### config.mk
export PLATFORM = sky130hd
export DESIGN_NAME = idxsp_unit
export DESIGN_NICKNAME = d
export VERILOG_FILES = /design/src/rtl/idxsp_pkg.sv /design/src/rtl/idxsp_cmp.sv /design/src/rtl/idxsp_seq.sv /design/src/rtl/idxsp_unit.sv
export SDC_FILE = /design/constraint.sdc
export NUM_CORES = 1
export LEC_CHECK = 0
export BUFFER_PORTS_ARGS = -buffer_cell sky130_fd_sc_hd__buf_2
export CAP_MARGIN = 20
export CORE_UTILIZATION = 55
export CTS_BUF_LIST = sky130_fd_sc_hd__clkbuf_4 sky130_fd_sc_hd__clkbuf_8
export CTS_CLUSTER_SIZE = 10
export DETAILED_ROUTE_END_ITERATION = 10
export PLACE_DENSITY = 0.8
export SLEW_MARGIN = 20
export SYNTH_ARGS = -nofsm -noshare
export SYNTH_HDL_FRONTEND = slang
export SYNTH_SLANG_ARGS = --single-unit
### constraint.sdc
create_clock -name clk -period 3 [get_ports clk]
set_input_delay 0 -clock clk [delete_from_list [all_inputs] [get_ports clk]]
set_output_delay 0 -clock clk [all_outputs]
set_load 0.01 [all_outputs]
### src/rtl/idxsp_pkg.sv
`timescale 1ns/1ps
// Shared types for the index/stack pointer unit.
// Assumes a 4-bit operation code supplied by an external decoder.
package idxsp_pkg;
    typedef enum logic [3:0] {
        OP_NONE = 4'd0,
        OP_INCX = 4'd1,
        OP_DECX = 4'd2,
        OP_INCS = 4'd3,
        OP_DECS = 4'd4,
        OP_XTOS = 4'd5,
        OP_STOX = 4'd6,
        OP_PUSH = 4'd7,
        OP_PULL = 4'd8,
        OP_LDX  = 4'd9,
        OP_LDS  = 4'd10,
        OP_STX  = 4'd11,
        OP_STS  = 4'd12,
        OP_CMPX = 4'd13
    } idx_op_e;

    typedef enum logic [1:0] {
        SQ_IDLE    = 2'd0,
        SQ_FIRST   = 2'd1,
        SQ_SECOND  = 2'd2,
        SQ_CAPTURE = 2'd3
    } seq_state_e;
endpackage

### src/rtl/idxsp_cmp.sv
`timescale 1ns/1ps
// Flag generator for the index compare: subtracts b from a and
// reports negative, zero and two's complement overflow.
// Purely combinational; the caller decides when flags are stored.
module idxsp_cmp #(
    parameter int W = 16
) (
    input  logic [W-1:0] a,
    input  logic [W-1:0] b,
    output logic         n,
    output logic         z,
    output logic         v
);
    logic [W-1:0] diff;

    // Difference and flags of a - b.
    always_comb begin
        diff = a - b;
        n    = diff[W-1];
        z    = (diff == '0);
        v    = (a[W-1] ^ b[W-1]) & (diff[W-1] ^ a[W-1]);
    end
endmodule

### src/rtl/idxsp_seq.sv
`timescale 1ns/1ps
// Memory sequencer: runs push, pull, word load and word store over a
// synchronous byte port (read data one cycle after the read strobe).
// Assumes start is only raised while idle. Words are high byte first.
module idxsp_seq
    import idxsp_pkg::*;
#(
    parameter int DATA_W = 8
) (
    input  logic                  clk,
    input  logic                  rst_n,
    input  logic                  start,
    input  idx_op_e               op_in,
    input  logic [2*DATA_W-1:0]   operand,
    input  logic [DATA_W-1:0]     push_data,
    input  logic [2*DATA_W-1:0]   x_val,
    input  logic [2*DATA_W-1:0]   sp_val,
    input  logic [DATA_W-1:0]     mem_rdata,
    output logic [2*DATA_W-1:0]   mem_addr,
    output logic [DATA_W-1:0]     mem_wdata,
    output logic                  mem_we,
    output logic                  mem_re,
    output logic                  busy,
    output logic                  fin,
    output idx_op_e               op_cur,
    output logic [2*DATA_W-1:0]   rd_word
);
    localparam int AW = 2 * DATA_W;

    seq_state_e          state_q;
    idx_op_e             op_q;
    logic [AW-1:0]       base_q;
    logic [AW-1:0]       word_q;
    logic [DATA_W-1:0]   hi_q;
    logic                is_write;

    // State, latched operation, base address and outgoing data.
    always_ff @(posedge clk) begin
        if (!rst_n) begin
            state_q <= SQ_IDLE;
            op_q    <= OP_NONE;
            base_q  <= '0;
            word_q  <= '0;
            hi_q    <= '0;
        end else begin
            unique case (state_q)
                SQ_IDLE: if (start) begin
                    op_q    <= op_in;
                    state_q <= SQ_FIRST;
                    case (op_in)
                        OP_PUSH: begin
                            base_q <= sp_val;
                            word_q <= {{DATA_W{1'b0}}, push_data};
                        end
                        OP_PULL: base_q <= sp_val + AW'(1);
                        OP_STX: begin
                            base_q <= operand;
                            word_q <= x_val;
                        end
                        OP_STS: begin
                            base_q <= operand;
                            word_q <= sp_val;
                        end
                        default: base_q <= operand;
                    endcase
                end
                SQ_FIRST: begin
                    if (op_q == OP_PUSH)      state_q <= SQ_IDLE;
                    else if (op_q == OP_PULL) state_q <= SQ_CAPTURE;
                    else                      state_q <= SQ_SECOND;
                end
                SQ_SECOND: begin
                    hi_q    <= mem_rdata;
                    state_q <= is_write ? SQ_IDLE : SQ_CAPTURE;
                end
                SQ_CAPTURE: state_q <= SQ_IDLE;
                default: state_q <= SQ_IDLE;
            endcase
        end
    end

    // Memory strobes and completion, decoded from state only.
    always_comb begin
        is_write  = (op_q == OP_PUSH) || (op_q == OP_STX) || (op_q == OP_STS);
        mem_addr  = base_q;
        mem_wdata = '0;
        mem_we    = 1'b0;
        mem_re    = 1'b0;
        fin       = 1'b0;
        unique case (state_q)
            SQ_FIRST: begin
                mem_we    = is_write;
                mem_re    = !is_write;
                mem_wdata = (op_q == OP_PUSH) ? word_q[DATA_W-1:0] : word_q[AW-1:DATA_W];
                fin       = (op_q == OP_PUSH);
            end
            SQ_SECOND: begin
                mem_addr  = base_q + AW'(1);
                mem_we    = is_write;
                mem_re    = !is_write;
                mem_wdata = word_q[DATA_W-1:0];
                fin       = is_write;
            end
            SQ_CAPTURE: fin = 1'b1;
            default: ;
        endcase
    end

    assign busy    = (state_q != SQ_IDLE);
    assign op_cur  = op_q;
    assign rd_word = {hi_q, mem_rdata};

    // Guards for the byte port.
    assert_one_strobe_R8: assert property (@(posedge clk) disable iff (!rst_n)
        !(mem_we && mem_re));
    assert_second_addr_R7: assert property (@(posedge clk) disable iff (!rst_n)
        (state_q == SQ_SECOND) |-> (mem_addr == $past(mem_addr) + AW'(1)));
    assert_strobe_busy_R10: assert property (@(posedge clk) disable iff (!rst_n)
        (mem_we || mem_re) |-> busy);
endmodule

### src/rtl/idxsp_unit.sv
`timescale 1ns/1ps
// Index and stack pointer unit: holds both 16-bit registers and the
// N/Z/V flags, runs register-only operations in one cycle and hands
// memory operations to the sequencer. The stack pointer marks the
// next free byte. Assumes one operation is offered at a time.
module idxsp_unit
    import idxsp_pkg::*;
#(
    parameter int DATA_W  = 8,
    parameter int SP_INIT = 'h01FF
) (
    input  logic                clk,
    input  logic                rst_n,
    input  logic                op_valid,
    input  logic [3:0]          op_code,
    input  logic [2*DATA_W-1:0] operand,
    input  logic [DATA_W-1:0]   push_data,
    output logic                busy,
    output logic                done,
    output logic [2*DATA_W-1:0] idx_out,
    output logic [2*DATA_W-1:0] sp_out,
    output logic [DATA_W-1:0]   pull_out,
    output logic                flag_n,
    output logic                flag_z,
    output logic                flag_v,
    output logic [2*DATA_W-1:0] mem_addr,
    output logic [DATA_W-1:0]   mem_wdata,
    output logic                mem_we,
    output logic                mem_re,
    input  logic [DATA_W-1:0]   mem_rdata
);
    localparam int AW = 2 * DATA_W;

    idx_op_e           op_in;
    logic              accept;
    logic              is_mem;
    logic [AW-1:0]     x_q, sp_q;
    logic [AW-1:0]     x_inc, x_dec, sp_inc, sp_dec;
    logic [DATA_W-1:0] pull_q;
    logic              n_q, z_q, v_q, done_q;
    logic              cmp_n, cmp_z, cmp_v;
    logic              seq_busy, seq_fin;
    idx_op_e           seq_op;
    logic [AW-1:0]     seq_word;

    // Decode and step values for the current operation.
    always_comb begin
        op_in  = idx_op_e'(op_code);
        accept = op_valid && !seq_busy;
        is_mem = (op_in == OP_PUSH) || (op_in == OP_PULL) || (op_in == OP_LDX) ||
                 (op_in == OP_LDS)  || (op_in == OP_STX)  || (op_in == OP_STS);
        x_inc  = x_q + AW'(1);
        x_dec  = x_q - AW'(1);
        sp_inc = sp_q + AW'(1);
        sp_dec = sp_q - AW'(1);
    end

    idxsp_cmp #(.W(AW)) u_cmp (
        .a (x_q),
        .b (operand),
        .n (cmp_n),
        .z (cmp_z),
        .v (cmp_v)
    );

    idxsp_seq #(.DATA_W(DATA_W)) u_seq (
        .clk       (clk),
        .rst_n     (rst_n),
        .start     (accept && is_mem),
        .op_in     (op_in),
        .operand   (operand),
        .push_data (push_data),
        .x_val     (x_q),
        .sp_val    (sp_q),
        .mem_rdata (mem_rdata),
        .mem_addr  (mem_addr),
        .mem_wdata (mem_wdata),
        .mem_we    (mem_we),
        .mem_re    (mem_re),
        .busy      (seq_busy),
        .fin       (seq_fin),
        .op_cur    (seq_op),
        .rd_word   (seq_word)
    );

    // Register file: one-cycle operations on accept, memory results on finish.
    always_ff @(posedge clk) begin
        if (!rst_n) begin
            x_q    <= '0;
            sp_q   <= AW'(SP_INIT);
            pull_q <= '0;
            n_q    <= 1'b0;
            z_q    <= 1'b0;
            v_q    <= 1'b0;
            done_q <= 1'b0;
        end else begin
            done_q <= 1'b0;
            if (accept) begin
                done_q <= !is_mem;
                case (op_in)
                    OP_INCX: begin x_q <= x_inc; z_q <= (x_inc == '0); end
                    OP_DECX: begin x_q <= x_dec; z_q <= (x_dec == '0); end
                    OP_INCS: sp_q <= sp_inc;
                    OP_DECS: sp_q <= sp_dec;
                    OP_XTOS: sp_q <= x_dec;
                    OP_STOX: x_q  <= sp_inc;
                    OP_PULL: sp_q <= sp_inc;
                    OP_CMPX: begin n_q <= cmp_n; z_q <= cmp_z; v_q <= cmp_v; end
                    default: ;
                endcase
            end
            if (seq_fin) begin
                done_q <= 1'b1;
                case (seq_op)
                    OP_PUSH: sp_q   <= sp_dec;
                    OP_PULL: pull_q <= mem_rdata;
                    OP_LDX:  x_q    <= seq_word;
                    OP_LDS:  sp_q   <= seq_word;
                    default: ;
                endcase
            end
        end
    end

    assign busy     = seq_busy;
    assign done     = done_q;
    assign idx_out  = x_q;
    assign sp_out   = sp_q;
    assign pull_out = pull_q;
    assign flag_n   = n_q;
    assign flag_z   = z_q;
    assign flag_v   = v_q;

    // Stack ordering and flag-preservation guards.
    assert_push_dec_R2: assert property (@(posedge clk) disable iff (!rst_n)
        (seq_fin && seq_op == OP_PUSH) |=> (sp_q == $past(sp_q) - AW'(1)));
    assert_pull_addr_R3: assert property (@(posedge clk) disable iff (!rst_n)
        (mem_re && seq_op == OP_PULL) |-> (mem_addr == sp_q));
    assert_pull_nowrite_R3: assert property (@(posedge clk) disable iff (!rst_n)
        (seq_busy && seq_op == OP_PULL) |-> !mem_we);
    assert_sp_flags_R5: assert property (@(posedge clk) disable iff (!rst_n)
        (accept && (op_in == OP_INCS || op_in == OP_DECS || op_in == OP_XTOS || op_in == OP_STOX))
        |=> $stable({n_q, z_q, v_q}));
    assert_cmp_keeps_x_R9: assert property (@(posedge clk) disable iff (!rst_n)
        (accept && op_in == OP_CMPX) |=> $stable(x_q));
    assert_no_done_busy_R10: assert property (@(posedge clk) disable iff (!rst_n)
        seq_busy |-> !done_q);
endmodule

Word level (Yosys, flattened, before mapping)
Cells that the tools add are included.
Word-level totals
  bits in registers: 90
  latch bits: 0
  bits in writable memories: 0
  ROM bits: 0
  input port bits: 39
  output and inout port bits: 71
  logic and storage cells: 94
  memories: 0
Operators by class
  add/subtract/negate cells: 6
  $mul: 0
  divide/modulo/power cells: 0
  $lt $le $gt $ge: 0
  equality and inequality tests: 23
  shifts and indexed selects: 0
  mux-type cells: 24
  bitwise gates (word level): 3
  reductions and logical operators: 26
Operators with widths (number)
  16-bit case mux with 3 select lines: 3
  16-bit 2-to-1 mux: 6
  16-bit case mux with 2 select lines: 2
  16-bit by 1-bit adder with 16-bit output, second input constant: 3
  16-bit zero test: 3
  4-bit == test, second input constant: 11
  16-bit by 1-bit subtractor with 16-bit output, second input constant: 2
  4-bit by 3-bit == test with 1-bit output, second input constant: 5
  8-bit case mux with 2 select lines: 1
  16-bit subtractor: 1
  4-bit by 2-bit == test with 1-bit output, second input constant: 2
  8-bit 2-to-1 mux: 1
  2-bit case mux with 4 select lines: 1
  2-bit AND reduction: 4
  1-bit logical OR: 7
  2-bit 2-to-1 mux: 3
  1-bit case mux with 3 select lines: 2
  3-bit nonzero test: 2
  1-bit 2-to-1 mux: 5
  2-bit == test, second input constant: 2
  4-bit by 1-bit == test with 1-bit output, second input constant: 1
  2-bit OR reduction: 2
  1-bit zero test: 3
  3-bit AND reduction: 1
  other kinds (7): 9

Logic depth before layout (Yosys ltp)
  depth after elaboration: 9
  gate-level depth with buffers: 11
  mapped depth without buffers: 10

Modules after synthesis
A second synthesis with hierarchy kept.
Second synthesis, totals
  cell total of the unflattened synthesis: 1134
  area, all modules: 8573.2 um^2
By module, submodules not included
  idxsp_unit: times used 1, cells each 604, area an instance 4399.2 um^2, seq. area each 880.8 um^2
  idxsp_seq: times used 1, cells each 386, area an instance 3148.0 um^2, seq. area each 920.9 um^2
  idxsp_cmp: times used 1, cells each 144, area an instance 1026.0 um^2, seq. area each 0.0 um^2

Least setup slack after synthesis
Ideal clock, no wire load.
  kind: register to register
  start point: register x_q[0] (netlist: idx_out[0])
  end point: register z_q (netlist: flag_z)
  setup time: 0.069 ns
  arrival: 2.739 ns
  path slack: 0.192 ns
  stages on the path, launching flop included: 12
  cell sequence: dfxtp_1 -> clkbuf_1 -> inv_1 -> ha_1 -> fa_1 -> nand2b_1 -> a211oi_1 -> o21bai_1 -> nand4_1 -> nand4b_1 -> or4_1 -> o21ai_1
On the way
  longest elaborated chain between the ends: 3
  elaborated cells on any way between the ends: 7
RTL lines
  start, declared: RTL line idxsp_unit.sv:37  | logic [AW-1:0] x_q, sp_q;
  start signal, assigned: RTL line idxsp_unit.sv:101  | OP_INCX: begin x_q <= x_inc; z_q <= (x_inc == '0); end
  start signal, assigned: RTL line idxsp_unit.sv:106  | OP_STOX: x_q <= sp_inc;
  start signal, assigned: RTL line idxsp_unit.sv:117  | OP_LDX: x_q <= seq_word;
  16-bit subtractor (tied with other cells): RTL line idxsp_cmp.sv:18  | diff = a - b;
  16-bit zero test (on tied branches): RTL line idxsp_cmp.sv:20, idxsp_unit.sv:101, idxsp_unit.sv:102
  1-bit case mux with 3 select lines *: RTL line idxsp_unit.sv:100  | case (op_in)
  end signal, assigned: RTL line idxsp_unit.sv:101
  end signal, assigned: RTL line idxsp_unit.sv:108  | OP_CMPX: begin n_q <= cmp_n; z_q <= cmp_z; v_q <= cmp_v; end
  end, declared: RTL line idxsp_unit.sv:40  | logic n_q, z_q, v_q, done_q;
Mark *: on every way between the ends. The rest lies on a longest branch, timed or not.
A chain may end at the register's enable or synchronous reset.

Final worst setup path
Same ends and word-level chain as after synthesis.

==> impl_metrics.csv <==
group,metric,value,unit
global_route,grt_use_total,42.7,%
place,dp_hpwl,23100,um
timing,setup_viol,0,
power,power,3.38,mW
critical_path,slowest_delay,0.51,ns
timing,max_slew_margin,55.1,%
clocking,cts_hold_buf,27,
global_route,grt_pass1_wl,47500,um
place,gp_congestion,1.07,
synth,synth_cell_types,79,
clocking,cts.clk_slew.worst_paths,0.10,ns
timing,final.min_clock_period,2.70,ns
synth,syn_inst,1053,
clocking,postCtsResizedCells,0,
drt,final_antenna_net_count,0,
global_route,grt_pass1_vias,8385,
critical_path,end_kind,"flip-flop",
final_layout,area_growth,16.8,%
place,port_buffers,109,
drt,route.detailed.drc,0,
clocking,cts_setup_buffers,0,
drt,drt_iter0_drc,1443,
synth,synth_top_cell_area_share,22.8,%
floorplan,initial_core_util,56.6,%
global_route,grt_max_degree,60,
final_layout,drive_gt1_share,18.7,%
synth,synth_fp_nets,1119,
clocking,cts-root-buf,"clkbuf_8",
timing,rsz0062_at_grt,"no",
timing,fin_skew,0.0177,ns
power,p_per_area,367,mW/mm2
global_route,grt_overflow,0,
critical_path,slowest_stage,"or4_1",
synth,synth-seq-area-share,22.8,%
synth,synth_flop_cell,"dfxtp_1",
critical_path,cp.required,3.33,ns
critical_path,timing.rr.end,"flag_z$_SDFFE_PN0P_",
synth,synth_top_area_cell,"dfxtp_1",
min_path,hold_end,"u_seq.base_q[4]$_SDFFE_PN0P_",
synth,synth_area_per_cell,7.49,um2
clocking,clock_sinks,90,
place,dp_slack,0.357,ns
critical_path,start_kind,"flip-flop",
floorplan,fp-row-count,43,
final_layout,fin_util,66.1,%
critical_path,r2r_setup_slack,0.30,ns
final_layout,fillers,1237,
synth,ys_seq_elements,90,
min_path,hold_path.class,"in -> reg",
timing,fin_crit_sh,89.9,%
timing,worstMarginPinSlew,0.673,ns
drt,vias_per_cell,6.75,
drt,first_pass_iters,6,
timing,final_hold_viol_count,0,
critical_path,worstPathArrival,3.03,ns
min_path,holdCritStartpoint,"operand[4]",
floorplan,dieWidth,122,um
critical_path,worstPathCellList,"inv_1 > ha_1 > fa_1 > nand2b_1 > a211oi_1 > o21bai_1 > nand4_1 > nand4b_1 > or4_1 > o21ai_1",
synth,syn_area,0.00789,mm2
timing,tns,0,ns
clocking,tritoncts,"built",
floorplan,boundaryPins,110,
drt,routed_wl,31300,um
synth,async_flop_share,0,%
drt,wire_per_inst,23.0,um
final_layout,n_antenna_cell,0,
min_path,whs_path_depth,3,
timing,setup_slack,0.302,ns
clocking,htree_levels,3,
timing,report.final.slew_viol_count,0,
drt,dr_total_vias,9172,
outcome,outcome,"finished, final reports clean",
floorplan,core_area,0.0139,mm2
critical_path,critPathTopFamily,"simple AND/OR/NAND/NOR gates",
timing,whs,0.0384,ns
critical_path,crit_buf_inv,1,
power,p_leak,4.01,nW
synth,yosysWarnings,0,
floorplan,die_h,122,um
power,ir_drop,0.325,mV
clocking,cts_buffer_depth,2,
floorplan,floorplan.die_area,0.0148,mm2
critical_path,r2r_start,"idx_out[0]$_SDFF_PN0_",
timing,clock.fmax,0.371,GHz
critical_path,reg2reg_depth,10,
synth,synth_edf_count,0,
synth,synthTopCellsByArea,"dfxtp_1 23%, nor2_1 4.9%, o21ai_0 4.3%",
critical_path,criticalPathCategory,"reg -> reg",
critical_path,path_max_fanout,6,
flow_run,maxCapViolCount,0,
clocking,clock_latency,0.40,ns
final_layout,nets,1240,
clocking,cts_buffers,9,
global_route,antenna_found_initial,0,
tightest hold or removal path: cells and delay by family:
kind / cells / cell delay [ns]
AO/OA/AOI/OAI: 2 / 0.25
buffers and inverters: 1 / 0.14
Yosys cell counts (all sizes together) (10+ instances only):
cell type	n
a21oi	61
a221oi	23
a22oi	43
and3	12
buf	30
clkbuf	61
dfxtp	90
ha	26
inv	34
mux2i	21
nand2	81
nand2b	10
nand3	42
nand4	21
nor2	102
nor2b	26
nor3	21
nor4	14
o211a	24
o211ai	18
o21ai	71
o221ai	17
o22ai	13
or3	10
xnor2	34
xor2	35
worst max path at each step:
stage                          start                  end  slack, ns  cells after the start
2_1_floorplan  idx_out[0]$_SDFF_PN0_  flag_z$_SDFFE_PN0P_       0.19                     11
3_3_place_gp   idx_out[0]$_SDFF_PN0_  flag_z$_SDFFE_PN0P_       0.37                     10
3_5_place_dp   idx_out[0]$_SDFF_PN0_  flag_z$_SDFFE_PN0P_       0.36                     10
4_1_cts        idx_out[0]$_SDFF_PN0_  flag_z$_SDFFE_PN0P_       0.32                     10
5_1_grt        idx_out[0]$_SDFF_PN0_  flag_z$_SDFFE_PN0P_       0.11                     10
6_report       idx_out[0]$_SDFF_PN0_  flag_z$_SDFFE_PN0P_       0.30                     10
cell type report:
type / count / area, um2 / share of cell area [%]
clock inverter: 6 / 55.1 / 0.598
multi-input combinational: 837 / 5560 / 60.3
tap: 180 / 225 / 2.45
inverter: 35 / 131 / 1.43
timing repair buffer: 201 / 1300 / 14.2
clock buffer: 10 / 138 / 1.49
sequential: 90 / 1800 / 19.6
flip-flops by register name (all words and copies together) (netlist names):
| signal | cells |
|---|---|
| flag_v | 1 |
| sp_out | 16 |
| flag_n | 1 |
| u_seq.hi_q | 8 |
| u_seq.word_q | 16 |
| done | 1 |
| idx_out | 16 |
| pull_out | 8 |
| flag_z | 1 |
| u_seq.op_cur | 4 |
| u_seq.base_q | 16 |
| u_seq.state_q | 2 |
layer usage:
metal | vias up | part of all wire (%) | global-route usage, %
met5 | - | 0 | 0
met4 | 0 | 6.9 | 25.2
met2 | 664 | 42 | 63.4
met1 | 4199 | 40 | 55.4
li1 | 4148 | - | -
met3 | 161 | 12 | 11.5
power by group:
part / leakage [nW] / internal [mW] / switching, mW
sequential: 0.731 / 1.26 / 0.0957
clock: 0.0934 / 0.341 / 0.515
combinational: 3.18 / 0.433 / 0.738
total: 4.01 / 2.03 / 1.35
cells by family (layout without fill, tap and decap cells):
| family | Yosys count | after routing | synth area share, % |
|---|---|---|---|
| XOR/XNOR | 69 | 69 | 7.76 |
| adder cells (fa/ha/maj) | 27 | 27 | 4.38 |
| flip-flops | 90 | 90 | 22.8 |
| AO/OA/AOI/OAI | 329 | 329 | 29.0 |
| multiplexers | 23 | 23 | 2.95 |
| AND/OR/NAND/NOR | 389 | 389 | 26.3 |
| buffers and inverters | 126 | 252 | 6.74 |
metrics by stage:
stage                     instance area (um2)  std cells
final                                    9210       1359
after global routing                     9210       1359
after CTS                                9210       1359
after detailed placement                 8750       1316
after global placement                   8750       1316
after floorplan                          7890       1053
placed cells by master, fill, tap and decap left out, types with 18 or more instances in the layout:
cell | netlist | layout
o211a_1 | 24 | 24
xor2_1 | 35 | 35
o21ai_0 | 67 | 67
a21oi_1 | 59 | 58
o211ai_1 | 18 | 18
buf_2 | 20 | 109
dlygate4sd3_1 | 0 | 27
nor2_1 | 102 | 102
a22oi_1 | 43 | 43
a221oi_1 | 23 | 23
dfxtp_1 | 90 | 90
xnor2_1 | 33 | 33
inv_1 | 34 | 34
nand2_1 | 80 | 80
mux2i_1 | 21 | 21
nor2b_1 | 26 | 26
ha_1 | 26 | 26
buf_4 | 3 | 65
nand4_1 | 21 | 21
nand3_1 | 41 | 41
(Power assumes the default switching activity.)
